### src/rtl/prot_guard_pkg.sv
package prot_guard_pkg;

  typedef enum logic [1:0] {
    RG_PRIV   = 2'd0,
    RG_VPRIV  = 2'd1,
    RG_SHARED = 2'd2,
    RG_NONE   = 2'd3
  } region_e;

  typedef enum logic [1:0] {
    MD_OPEN   = 2'd0,
    MD_RDONLY = 2'd1,
    MD_ZERO   = 2'd2,
    MD_TRAP   = 2'd3
  } mode_e;

  typedef enum logic [1:0] {
    IK_PLAIN = 2'd0,
    IK_HALT  = 2'd1,
    IK_BAD   = 2'd2,
    IK_SLEEP = 2'd3
  } ins_kind_e;

  localparam int PW         = 16;
  localparam int NREG       = 3;
  localparam int F_PRIV_V   = 0;
  localparam int F_PRIV_S   = 2;
  localparam int F_VPRIV_S  = 4;
  localparam int B_LOCK_EXC = 6;
  localparam int B_LOCK_CFG = 7;
  localparam int B_XGUARD   = 8;
  localparam int B_TRAP_HLT = 12;
  localparam int B_TRAP_SLP = 13;

  typedef struct packed {
    logic wr_en;
    logic rd_zero;
    logic fault;
  } verdict_t;

endpackage

### src/rtl/region_map.sv
module region_map
  import prot_guard_pkg::*;
#(
  parameter int unsigned AW = 16,
  parameter logic [AW-1:0] PRIV_LO  = '0,
  parameter logic [AW-1:0] PRIV_HI  = '0,
  parameter logic [AW-1:0] VPRIV_LO = '0,
  parameter logic [AW-1:0] VPRIV_HI = '0,
  parameter logic [AW-1:0] SHR_LO   = '0,
  parameter logic [AW-1:0] SHR_HI   = '0
) (
  input  logic [AW-1:0] addr,
  output region_e       region
);
  localparam logic [NREG*AW-1:0] LOS = {SHR_LO, VPRIV_LO, PRIV_LO};
  localparam logic [NREG*AW-1:0] HIS = {SHR_HI, VPRIV_HI, PRIV_HI};

  logic [NREG-1:0] hit;

  // offset-from-base compare avoids a signed or always-true bound test
  for (genvar g = 0; g < NREG; g++) begin : g_win
    localparam logic [AW-1:0] LO   = LOS[g*AW +: AW];
    localparam logic [AW-1:0] SPAN = HIS[g*AW +: AW] - LOS[g*AW +: AW];
    logic [AW-1:0] off;
    assign off    = addr - LO;
    assign hit[g] = (off <= SPAN);
  end

  always_comb begin
    if (hit[0])      region = RG_PRIV;
    else if (hit[1]) region = RG_VPRIV;
    else if (hit[2]) region = RG_SHARED;
    else             region = RG_NONE;
  end
endmodule

### src/rtl/pair_mode.sv
module pair_mode
  import prot_guard_pkg::*;
(
  input  region_e       pc_rg,
  input  region_e       acc_rg,
  input  logic [PW-1:0] prot,
  output mode_e         mode
);
  always_comb begin
    mode = MD_OPEN;
    if (acc_rg == RG_PRIV && pc_rg == RG_VPRIV)
      mode = mode_e'(prot[F_PRIV_V +: 2]);
    else if (acc_rg == RG_PRIV && pc_rg == RG_SHARED)
      mode = mode_e'(prot[F_PRIV_S +: 2]);
    else if (acc_rg == RG_VPRIV && pc_rg == RG_SHARED)
      mode = mode_e'(prot[F_VPRIV_S +: 2]);
  end
endmodule

### src/rtl/access_gate.sv
module access_gate
  import prot_guard_pkg::*;
(
  input  logic     run,
  input  mode_e    mode,
  input  logic     acc_valid,
  input  logic     acc_write,
  output verdict_t verdict
);
  always_comb begin
    verdict = '0;
    if (acc_valid) begin
      if (!run) begin
        verdict.wr_en = acc_write;
      end else begin
        unique case (mode)
          MD_OPEN:   verdict.wr_en   = acc_write;
          MD_RDONLY: verdict         = '0;
          MD_ZERO:   verdict.rd_zero = !acc_write;
          MD_TRAP: begin
            verdict.rd_zero = 1'b1;
            verdict.fault   = 1'b1;
          end
          default:   verdict         = '0;
        endcase
      end
    end
  end
endmodule

### src/rtl/exec_guard.sv
module exec_guard
  import prot_guard_pkg::*;
(
  input  logic          run,
  input  region_e       pc_rg,
  input  ins_kind_e     ins_kind,
  input  logic [PW-1:0] prot,
  output logic          trap
);
  logic [NREG-1:0] xhit;
  logic            ins_trap;

  for (genvar g = 0; g < NREG; g++) begin : g_x
    assign xhit[g] = (pc_rg == region_e'(g)) && prot[B_XGUARD + g];
  end

  always_comb begin
    unique case (ins_kind)
      IK_HALT, IK_BAD: ins_trap = prot[B_TRAP_HLT];
      IK_SLEEP:        ins_trap = prot[B_TRAP_SLP];
      default:         ins_trap = 1'b0;
    endcase
  end

  assign trap = run && ((|xhit) || ins_trap);
endmodule

### src/rtl/remote_lock.sv
module remote_lock
  import prot_guard_pkg::*;
#(
  parameter int unsigned SW = 3
) (
  input  logic          run,
  input  logic          rmt_wr,
  input  logic [SW-1:0] rmt_sel,
  input  logic [PW-1:0] prot,
  output logic          ok
);
  localparam int unsigned NSEL = 1 << SW;

  logic [NSEL-1:0] locked;

  // codes 0..1: exception save group, 2..5: configuration group
  for (genvar g = 0; g < NSEL; g++) begin : g_sel
    if (g < 2) begin : g_exc
      assign locked[g] = prot[B_LOCK_EXC];
    end else if (g < 6) begin : g_cfg
      assign locked[g] = prot[B_LOCK_CFG];
    end else begin : g_free
      assign locked[g] = 1'b0;
    end
  end

  assign ok = rmt_wr && !(run && locked[rmt_sel]);
endmodule

### src/rtl/prot_guard.sv
module prot_guard
  import prot_guard_pkg::*;
#(
  parameter int unsigned AW = 16,
  parameter logic [AW-1:0] PRIV_LO  = 16'h0000,
  parameter logic [AW-1:0] PRIV_HI  = 16'h0FFF,
  parameter logic [AW-1:0] VPRIV_LO = 16'h1000,
  parameter logic [AW-1:0] VPRIV_HI = 16'h1FFF,
  parameter logic [AW-1:0] SHR_LO   = 16'h2000,
  parameter logic [AW-1:0] SHR_HI   = 16'h7FFF
) (
  input  logic          clk,
  input  logic          rst,
  input  logic          run,
  input  logic [15:0]   prot,
  input  logic [AW-1:0] pc_addr,
  input  logic [1:0]    ins_kind,
  input  logic          acc_valid,
  input  logic          acc_write,
  input  logic [AW-1:0] acc_addr,
  input  logic          rmt_wr,
  input  logic [2:0]    rmt_sel,
  output logic          wr_en,
  output logic          rd_zero,
  output logic          fault,
  output logic          rmt_ok
);
  region_e  pc_rg, acc_rg;
  mode_e    mode;
  verdict_t acc_v;
  logic     x_trap, r_ok;

  region_map #(.AW(AW), .PRIV_LO(PRIV_LO), .PRIV_HI(PRIV_HI),
               .VPRIV_LO(VPRIV_LO), .VPRIV_HI(VPRIV_HI),
               .SHR_LO(SHR_LO), .SHR_HI(SHR_HI))
    u_pc_map (.addr(pc_addr), .region(pc_rg));

  region_map #(.AW(AW), .PRIV_LO(PRIV_LO), .PRIV_HI(PRIV_HI),
               .VPRIV_LO(VPRIV_LO), .VPRIV_HI(VPRIV_HI),
               .SHR_LO(SHR_LO), .SHR_HI(SHR_HI))
    u_acc_map (.addr(acc_addr), .region(acc_rg));

  pair_mode u_mode (.pc_rg(pc_rg), .acc_rg(acc_rg), .prot(prot), .mode(mode));

  access_gate u_gate (.run(run), .mode(mode), .acc_valid(acc_valid),
                      .acc_write(acc_write), .verdict(acc_v));

  exec_guard u_xg (.run(run), .pc_rg(pc_rg), .ins_kind(ins_kind_e'(ins_kind)),
                   .prot(prot), .trap(x_trap));

  remote_lock #(.SW(3)) u_lock (.run(run), .rmt_wr(rmt_wr), .rmt_sel(rmt_sel),
                                .prot(prot), .ok(r_ok));

  always_ff @(posedge clk) begin
    if (rst) begin
      wr_en   <= 1'b0;
      rd_zero <= 1'b0;
      fault   <= 1'b0;
      rmt_ok  <= 1'b0;
    end else begin
      wr_en   <= acc_v.wr_en;
      rd_zero <= acc_v.rd_zero;
      fault   <= acc_v.fault || x_trap;
      rmt_ok  <= r_ok;
    end
  end
endmodule

### config.mk
export PLATFORM = sky130hd
export DESIGN_NAME = prot_guard
export DESIGN_NICKNAME = d
export VERILOG_FILES = /design/src/rtl/prot_guard_pkg.sv /design/src/rtl/region_map.sv /design/src/rtl/pair_mode.sv /design/src/rtl/access_gate.sv /design/src/rtl/exec_guard.sv /design/src/rtl/remote_lock.sv /design/src/rtl/prot_guard.sv
export SDC_FILE = /design/constraint.sdc
export NUM_CORES = 1
export LEC_CHECK = 0
export ABC_AREA = 1
export BUFFER_PORTS_ARGS = -buffer_cell sky130_fd_sc_hd__buf_2
export CELL_PAD_IN_SITES_DETAIL_PLACEMENT = 0
export CELL_PAD_IN_SITES_GLOBAL_PLACEMENT = 2
export CORE_ASPECT_RATIO = 1.2
export CORE_MARGIN = 2
export CORE_UTILIZATION = 13
export DETAILED_ROUTE_END_ITERATION = 16
export PLACE_DENSITY_LB_ADDON = 0.1
export SYNTH_ARGS = -nofsm -noshare
export SYNTH_HDL_FRONTEND = slang
export SYNTH_SLANG_ARGS = --single-unit
### constraint.sdc
create_clock -name clk -period 1.9 [get_ports clk]
set_input_delay 0.38 -clock clk [delete_from_list [all_inputs] [get_ports clk]]
set_output_delay 0.38 -clock clk [all_outputs]
set_load 0.05 [all_outputs]
Word level (Yosys, flattened, before mapping)

Index checks and enable logic that the tools add are counted.

Register bits after elaboration: 4
Input bits: 59
Output and inout port bits: 4
Logic and storage cells: 63

Add/subtract/negate cells: 4
Order comparisons: 7
Equality and inequality tests: 8
Mux-type cells: 18
Bitwise logic cells: 2
Reductions and logical operators: 20

Operator list:

| kind                   | count |
|---|---|
| $le 16x12->1 const B   | 4 |
| $le 16x15->1 const B   | 2 |
| $sub 16x13->16 const B | 2 |
| $sub 16x14->16 const B | 2 |
| $mux 2                 | 7 |
| $eq 2x2->1 const B     | 5 |
| $logic_and 1x1->1      | 9 |
| $mux 1                 | 8 |
| $eq 2x1->1 const B     | 3 |
| $logic_not 2->1        | 3 |
| $reduce_or 3->1        | 2 |
| $lt 3x4->1 const B     | 1 |
| $pmux 1 s2             | 2 |
| $reduce_or 2->1        | 2 |
| $bmux 1 s3             | 1 |
| $logic_not 1->1        | 2 |
| $logic_or 1x1->1       | 2 |
| $not 1->1              | 2 |

Depth between registers and ports, before layout

Gate-level depths: netlist of run 1.

Word-level depth: 15
Depth in mapped cells: 12

Hierarchy

A second synthesis of run 1 with hierarchy kept.

Cells, all modules: 115
Area total of the unflattened synthesis: 638.1 µm²

By module, submodules not included:

| module      | instances | cells an instance | area each (µm²) |
|---|---|---|---|
| region_map  | 2         | 24                | 136.4 |
| prot_guard  | 1         | 12                | 110.1 |
| exec_guard  | 1         | 18                | 90.1 |
| pair_mode   | 1         | 15                | 71.3 |
| access_gate | 1         | 13                | 52.6 |
| remote_lock | 1         | 9                 | 41.3 |

Least setup slack after synthesis of run 1

Ideal clock, no wire load.

Kind: input-to-reg
Start point: input pc_addr[13]
End point: register fault
Library setup time: 0.112 ns
Data arrival time: 1.378 ns
Required time: 1.788 ns
Setup slack: 0.410 ns
Stages on the path: 11
Buffers on the path: 0
Cells stage by stage: inv_2 > ha_1 > inv_1 > nand2_1 > nand2_1 > nand4_1 > or2_1 > nand2_2 > nor2_1 > nor2_1 > nor2_1

Longest elaborated chain between the ends: 15
Elaborated cells between the ends (all ways): 28
Classes of those cells: add/sub: 2; order compare: 3; eq/ne: 3; mux: 9; reduce/logical: 11

RTL lines:

| element              | RTL line                                           | text |
|---|---|---|
| from (decl)          | prot_guard.sv:16                                   | `input logic [AW-1:0] pc_addr,` |
| $sub 16x14->16       | region_map.sv:25                                   | `assign off = addr - LO;` |
| $le 16x15->1         | region_map.sv:26                                   | `assign hit[g] = (off <= SPAN);` |
| $mux 1               | region_map.sv:32                                   | `else if (hit[2]) region = RG_SHARED;` |
| $mux 2               | region_map.sv:31                                   | `else if (hit[1]) region = RG_VPRIV;` |
| $mux 2 (*)           | region_map.sv:30                                   | `if (hit[0]) region = RG_PRIV;` |
| $eq 2x2->1           | pair_mode.sv:13, pair_mode.sv:15, exec_guard.sv:14 |  |
| $logic_and 1x1->1    | pair_mode.sv:15                                    | `else if (acc_rg == RG_VPRIV && pc_rg == RG_SHARED)` |
| $mux 2               | pair_mode.sv:15                                    |  |
| $mux 2               | pair_mode.sv:13                                    | `else if (acc_rg == RG_PRIV && pc_rg == RG_SHARED)` |
| $mux 2               | pair_mode.sv:11                                    | `if (acc_rg == RG_PRIV && pc_rg == RG_VPRIV)` |
| $eq 2x2->1           | access_gate.sv:16                                  | `unique case (mode)` |
| $mux 1               | access_gate.sv:16                                  |  |
| $mux 1               | access_gate.sv:13                                  | `if (!run) begin` |
| $mux 1               | access_gate.sv:12                                  | `if (acc_valid) begin` |
| $logic_or 1x1->1 (*) | prot_guard.sv:63                                   | `fault <= acc_v.fault \|\| x_trap;` |
| to (signal assigned) | prot_guard.sv:63                                   |  |
| to (decl)            | prot_guard.sv:25                                   | `output logic fault,` |

Mark *: on every way between the ends. The rest lies on a longest branch, timed or not.
A chain may end at the register's enable or synchronous reset.

Worst setup path after layout of run 1

Ends and elaborated chain as after synthesis.

==> results.yml, run 1 <==
setup_path:
  critPathArrivalTime_ns: 1.64
  startpoint: "pc_addr[13]"
  worstSetupEndpoint: "fault$_SDFF_PP0_"
  critPathLaunchType: "input port"
  path_class: "in2reg"
  setup.worst_path.end_class: "register"
  path_max_fanout: 4
  worstPathRequired_ns: 2.00
layout:
  nets: 183
  syn_to_final_growth_pct: 52.47
  final_core_util_pct: 20.57
  post_route_cells_drive_above_1_share_pct: 44.83
  n_antenna_cell: 0
sta:
  worst_slew_pin_slew_ns: 0.2478
  fmax_ghz: 0.6520
  fin_crit_ns: 1.534
  maxSlewViolCount: 0
  hold_viol_final: 0
  slew_headroom_pct: 83.60
  rsz0062_at_grt: "false"
  setup_violations: 0
  fin_crit_sh_pct: 80.72
  tns_ns: 0
die:
  start_util_pct: 13.49
  core_sq_mm: 0.003941
  top_level_ports: 63
  die_area_sq_mm: 0.004620
  row_count: 25
  die_y_microns: 74.06
  die_x_microns: 62.39
yosys:
  synth_seq_cells: 4
  syn_area_sq_um: 531.8
  ys_seq_area_share_pct: 15.06
  avgSynthCellArea_sq_um: 6.731
  yosysUniqueCellTypes: 20
  synthCells: 79
  yosys_warnings: 0
  syn_nets: 144
outcome:
  status: "finished, final reports clean"
job:
  maxCapViolations: 0
clock_network:
  clock_path_buffers: 2
  cts_max_level: 1
  cts_buffers: 3
  clk_pin_slew_ns: 0.03
  cts_setup_buffers: 0
  clock-root-buffer: "clkbuf_8"
  cts-hold-fix-buffers: 0
  cts_sinks: 4
  cts-resized-gates: 0
  cts_tree: "yes"
grt:
  grt_use_total_pct: 7.129
  antenna_found_initial: 0
  grt_pass1_wl_mm: 2.573
  grt_pass1_vias: 612
  grt_max_degree: 7
  overflow: 0
power_and_ir_drop:
  power_switching_mw: 0.1103
  p_leak_nw: 0.4305
  ir_drop_mv: 0.1018
  power_frac_clock_pct: 46.1
  p_int_mw: 0.2711
  cellPowerDensity_mw_per_mm2: 470.3
  pwr-share-seq_pct: 23.3
  p_sw_share_pct: 28.91
  p_comb_share_pct: 30.6
drt:
  drc: 0
  first_iter_violations: 21
  drtPass1Iterations: 4
  routed_wl_mm: 1.463
  num_vias: 622
  ant_nets: 0
  wire_per_inst_microns: 8.606
  avgViaCountPerCell: 3.659
placement:
  port_buffers: 34
  place_hpwl_mm: 1.354
  place_congestion: 0.6432
min_path:
  hold_class: "in2reg"
-- worst min path at each step --
| stage | start | end | slack [ns] | cells past startpoint |
|---|---|---|---|---|
| 5_1_grt | acc_write | rd_zero$_SDFF_PP0_ | 0.38 | 2 |
| 3_3_place_gp | acc_write | rd_zero$_SDFF_PP0_ | 0.59 | 2 |
| 6_report | run | wr_en$_SDFF_PP0_ | 0.38 | 2 |
| 4_1_cts | acc_write | rd_zero$_SDFF_PP0_ | 0.37 | 2 |
| 3_5_place_dp | acc_write | rd_zero$_SDFF_PP0_ | 0.59 | 2 |
| 2_1_floorplan | run | wr_en$_SDFF_PP0_ | 0.46 | 1 |
-- critical path: stages --
cell	delay (ns)
buf_2	0.10
inv_2	0.07
ha_1	0.21
nand2_1	0.07
nand2_1	0.14
nand4_1	0.14
or2_1	0.26
nand2_2	0.08
nor2_1	0.04
nor2_1	0.10
nor2_1	0.05
-- layer usage --
layer  part of all wire [%]  vias to the layer above  GRT usage, %
met1                     40                      260         7.664
li1                       -                      333             -
met5                      0                        -             0
met3                    9.6                        0         2.421
met2                     51                       29         12.68
met4                      0                        0         3.704
-- metrics by stage --
step	std cells	setup WS (ns)	cell area, sq um	power (mW)	hold WS [ns]
after floorplan	79	0.4104	531.8	0.1583	0.4637
after global placement	167	0.1510	769.5	0.2083	0.5926
after detailed placement	167	0.1205	769.5	0.2095	0.5919
after CTS	170	0.3410	810.8	0.3907	0.3707
after global routing	170	0.2476	810.8	0.4124	0.3793
final	170	0.3663	810.8	0.3813	0.3760
-- synth_stat cells (all sizes together) --
master,number,area [sq um]
nand3,9,67.57
a22o,1,8.760
inv,17,63.81
a21oi,4,23.77
dfxtp,4,80.08
or2,1,6.260
nand2,19,78.83
nor2,7,43.79
ha,6,75.07
nor3,1,16.27
nand4,7,43.79
o2111ai,1,8.760
nand3b,2,15.01
-- registers in the layout (all words and copies together) (netlist names) --
name,flops
wr_en,1
fault,1
rmt_ok,1
rd_zero,1
-- kinds of logic (layout without fill, tap and decap cells) --
group	Yosys count	in the layout	synth area share, %
AO/OA/AOI/OAI	6	6	7.765
adder cells (fa/ha/maj)	6	6	14.12
buffers and inverters	17	54	12.00
flip-flops	4	4	15.06
AND/OR/NAND/NOR	46	46	51.06
-- power by group through the flow --
stage | combinational (mW) | clock [mW] | sequential (mW)
2_1_floorplan | 0.0559 | 0 | 0.102
3_3_place_gp | 0.119 | 0 | 0.0897
3_5_place_dp | 0.120 | 0 | 0.0899
4_1_cts | 0.120 | 0.182 | 0.0888
5_1_grt | 0.132 | 0.191 | 0.0890
6_report | 0.117 | 0.176 | 0.0887
-- cell type report --
class,instances,area (sq um)
clock buffer,3,41.29
fill,481,3131
inverter,17,63.81
multi-input combinational,58,387.9
sequential,4,80.08
tap,54,67.56
timing repair buffer,34,170.2
-- cell usage in the layout (no fill, tap or decap) --
cell type,Yosys,routed
a21oi_1,3,3
a21oi_2,1,1
a22o_1,1,1
buf_2,0,34
clkbuf_8,0,3
dfxtp_1,4,4
ha_1,6,6
inv_1,13,13
inv_2,4,4
nand2_1,16,16
nand2_2,3,3
nand3_1,6,6
nand3_2,2,2
nand3_4,1,1
nand3b_1,2,2
nand4_1,7,7
nor2_1,4,4
nor2_2,1,1
nor2_4,2,2
nor3_4,1,1
o2111ai_1,1,1
or2_1,1,1
Note: power is estimated with default switching activity, not from simulation.
==> run 2: changes to the inputs <==
==> constraint.sdc (replaced) <==
create_clock -name clk -period 1.5 [get_ports clk]
set_input_delay 0.3 -clock clk [delete_from_list [all_inputs] [get_ports clk]]
set_output_delay 0.3 -clock clk [all_outputs]
set_load 0.05 [all_outputs]
==> run 2 against run 1 <==
Compared with the run above:
- clock power up 28%
- non-clock buffer count up 11
- critical path depth up 2
- global-route usage up 0.23 points
- clock-buffer cell count unchanged
- hold slack worse by 0.095 ns
- final cell count up 6.5%
- die area unchanged
- flip-flop and latch count unchanged
- first-iteration DRC count up 4.8%
- core utilization up 4.2 points
- worst setup slack worse by 0.26 ns
==> results.yml, run 2 (synthesis gave the netlist of run 1 again) <==
outcome:
  status: "finished, final reports clean"
die:
  core_sq_mm: 0.003941
  top_level_ports: 63
  die_area_sq_mm: 0.004620
  die_y_microns: 74.06
  start_util_pct: 13.49
  die_x_microns: 62.39
  row_count: 25
setup_path:
  path_max_fanout: 5
  critPathLaunchType: "input port"
  critPathArrivalTime_ns: 1.55
  max_stage_delay_ns: 0.24
  setup.worst_path.end_class: "register"
  path_class: "in2reg"
  worstPathRequired_ns: 1.65
  path_buf_inv: 3
  crit_path_top_delay_cell: "ha_4"
  crit_chain: "buf_8 -> inv_8 -> ha_4 -> inv_2 -> nand2_2 -> nand3_2 -> nor2_4 -> nand4_1 -> nand3_2 -> nand2_2 -> nor2_2 -> nor2_1 -> nor2_1"
  crit_family: "simple AND/OR/NAND/NOR gates"
clock_network:
  cts_tree: "yes"
  cts-hold-fix-buffers: 0
  cts_sinks: 4
  clk_pin_slew_ns: 0.03
  clock-root-buffer: "clkbuf_8"
  clock_path_buffers: 2
  cts_buffers: 3
  cts_max_level: 1
sta:
  fin_crit_sh_pct: 93.19
  slew_headroom_pct: 83.49
  timing.final.ws_setup_ns: 0.1021
  worst_slew_pin_slew_ns: 0.2493
  fin_crit_ns: 1.398
  fmax_ghz: 0.7153
  rsz0062_at_grt: "true"
  maxSlewViolCount: 0
  tns_ns: 0
  setup_violations: 0
  hold_ws_ns: 0.2810
  hold_viol_final: 0
grt:
  antenna_found_initial: 0
  grt_max_degree: 7
  overflow: 0
  grt_pass1_wl_mm: 2.663
  grt_use_total_pct: 7.356
  grt_pass1_vias: 665
placement:
  place_ws_ns: -0.1736
  place_congestion: 0.6246
  place_hpwl_mm: 1.405
  port_buffers: 34
power_and_ir_drop:
  cellPowerDensity_mw_per_mm2: 540.2
  ir_drop_mv: 0.1369
  p_leak_nw: 0.5002
layout:
  final_common_cell: "buf_2"
  final_core_util_pct: 24.73
  final_cell_mix: "buf_2 (32), nand2_1 (13), inv_1 (11), buf_4 (11), nand4_1 (7)"
  nets: 194
  n_antenna_cell: 0
  syn_to_final_growth_pct: 83.29
  post_route_cells_drive_above_1_share_pct: 58.27
min_path:
  hold_end: "rd_zero$_SDFF_PP0_"
  hold_class: "in2reg"
  hold_path_depth: 2
  hold_start: "acc_write"
drt:
  num_vias: 680
  drc: 0
  wire_per_inst_microns: 8.878
  routed_wl_mm: 1.607
  first_iter_violations: 22
  avgViaCountPerCell: 3.757
  ant_nets: 0
  drtPass1Iterations: 4
job:
  maxCapViolations: 0
-- run 2: cell type report --
| type | instances | area (sq um) |
|---|---|---|
| Clock buffer | 3 | 41.29 |
| Fill cell | 472 | 2967 |
| Inverter | 17 | 76.32 |
| Multi-Input combinational cell | 58 | 436.7 |
| Sequential cell | 4 | 80.08 |
| Tap cell | 54 | 67.56 |
| Timing Repair Buffer | 45 | 272.8 |
-- run 2: worst max-delay path by stage --
stage                     depth (start not counted)  slack, ns                to        start
after floorplan                                  11       0.09  fault$_SDFF_PP0_  pc_addr[13]
after global placement                           11      -0.15  fault$_SDFF_PP0_  pc_addr[13]
after detailed placement                         11      -0.17  fault$_SDFF_PP0_  pc_addr[13]
after CTS                                        11       0.05  fault$_SDFF_PP0_  pc_addr[13]
after global routing                             13      -0.04  fault$_SDFF_PP0_  pc_addr[13]
final                                            13       0.10  fault$_SDFF_PP0_  pc_addr[14]
-- run 2: routing by layer --
layer	part of all wire, %	track usage, %
met4	1.8	4.444
met5	0	0
met3	7.7	1.967
met2	51	13.16
met1	39	7.938
-- run 2: per-stage QoR --
stage / cell area [sq um] / std cells / power [mW]
global placement: 829.5 / 175 / 0.2788
global route: 974.7 / 181 / 0.5700
detailed placement: 829.5 / 175 / 0.2805
floorplan: 531.8 / 79 / 0.2005
CTS: 870.8 / 178 / 0.5133
finish: 974.7 / 181 / 0.5265
-- run 2: power breakdown --
group	leakage, nW	total (mW)	switching, mW	internal [mW]
registers	0.0328	0.112	0.000764	0.112
clock network	0.0216	0.226	0.0551	0.171
logic	0.446	0.188	0.0999	0.0883
-- run 2: timing repair --
action                                  in CTS  in global routing
setup buffers                                0                  3
endpoints found under the setup margin       0                  3
gates resized for setup                      0                 21
endpoints found under the hold margin        0                  0
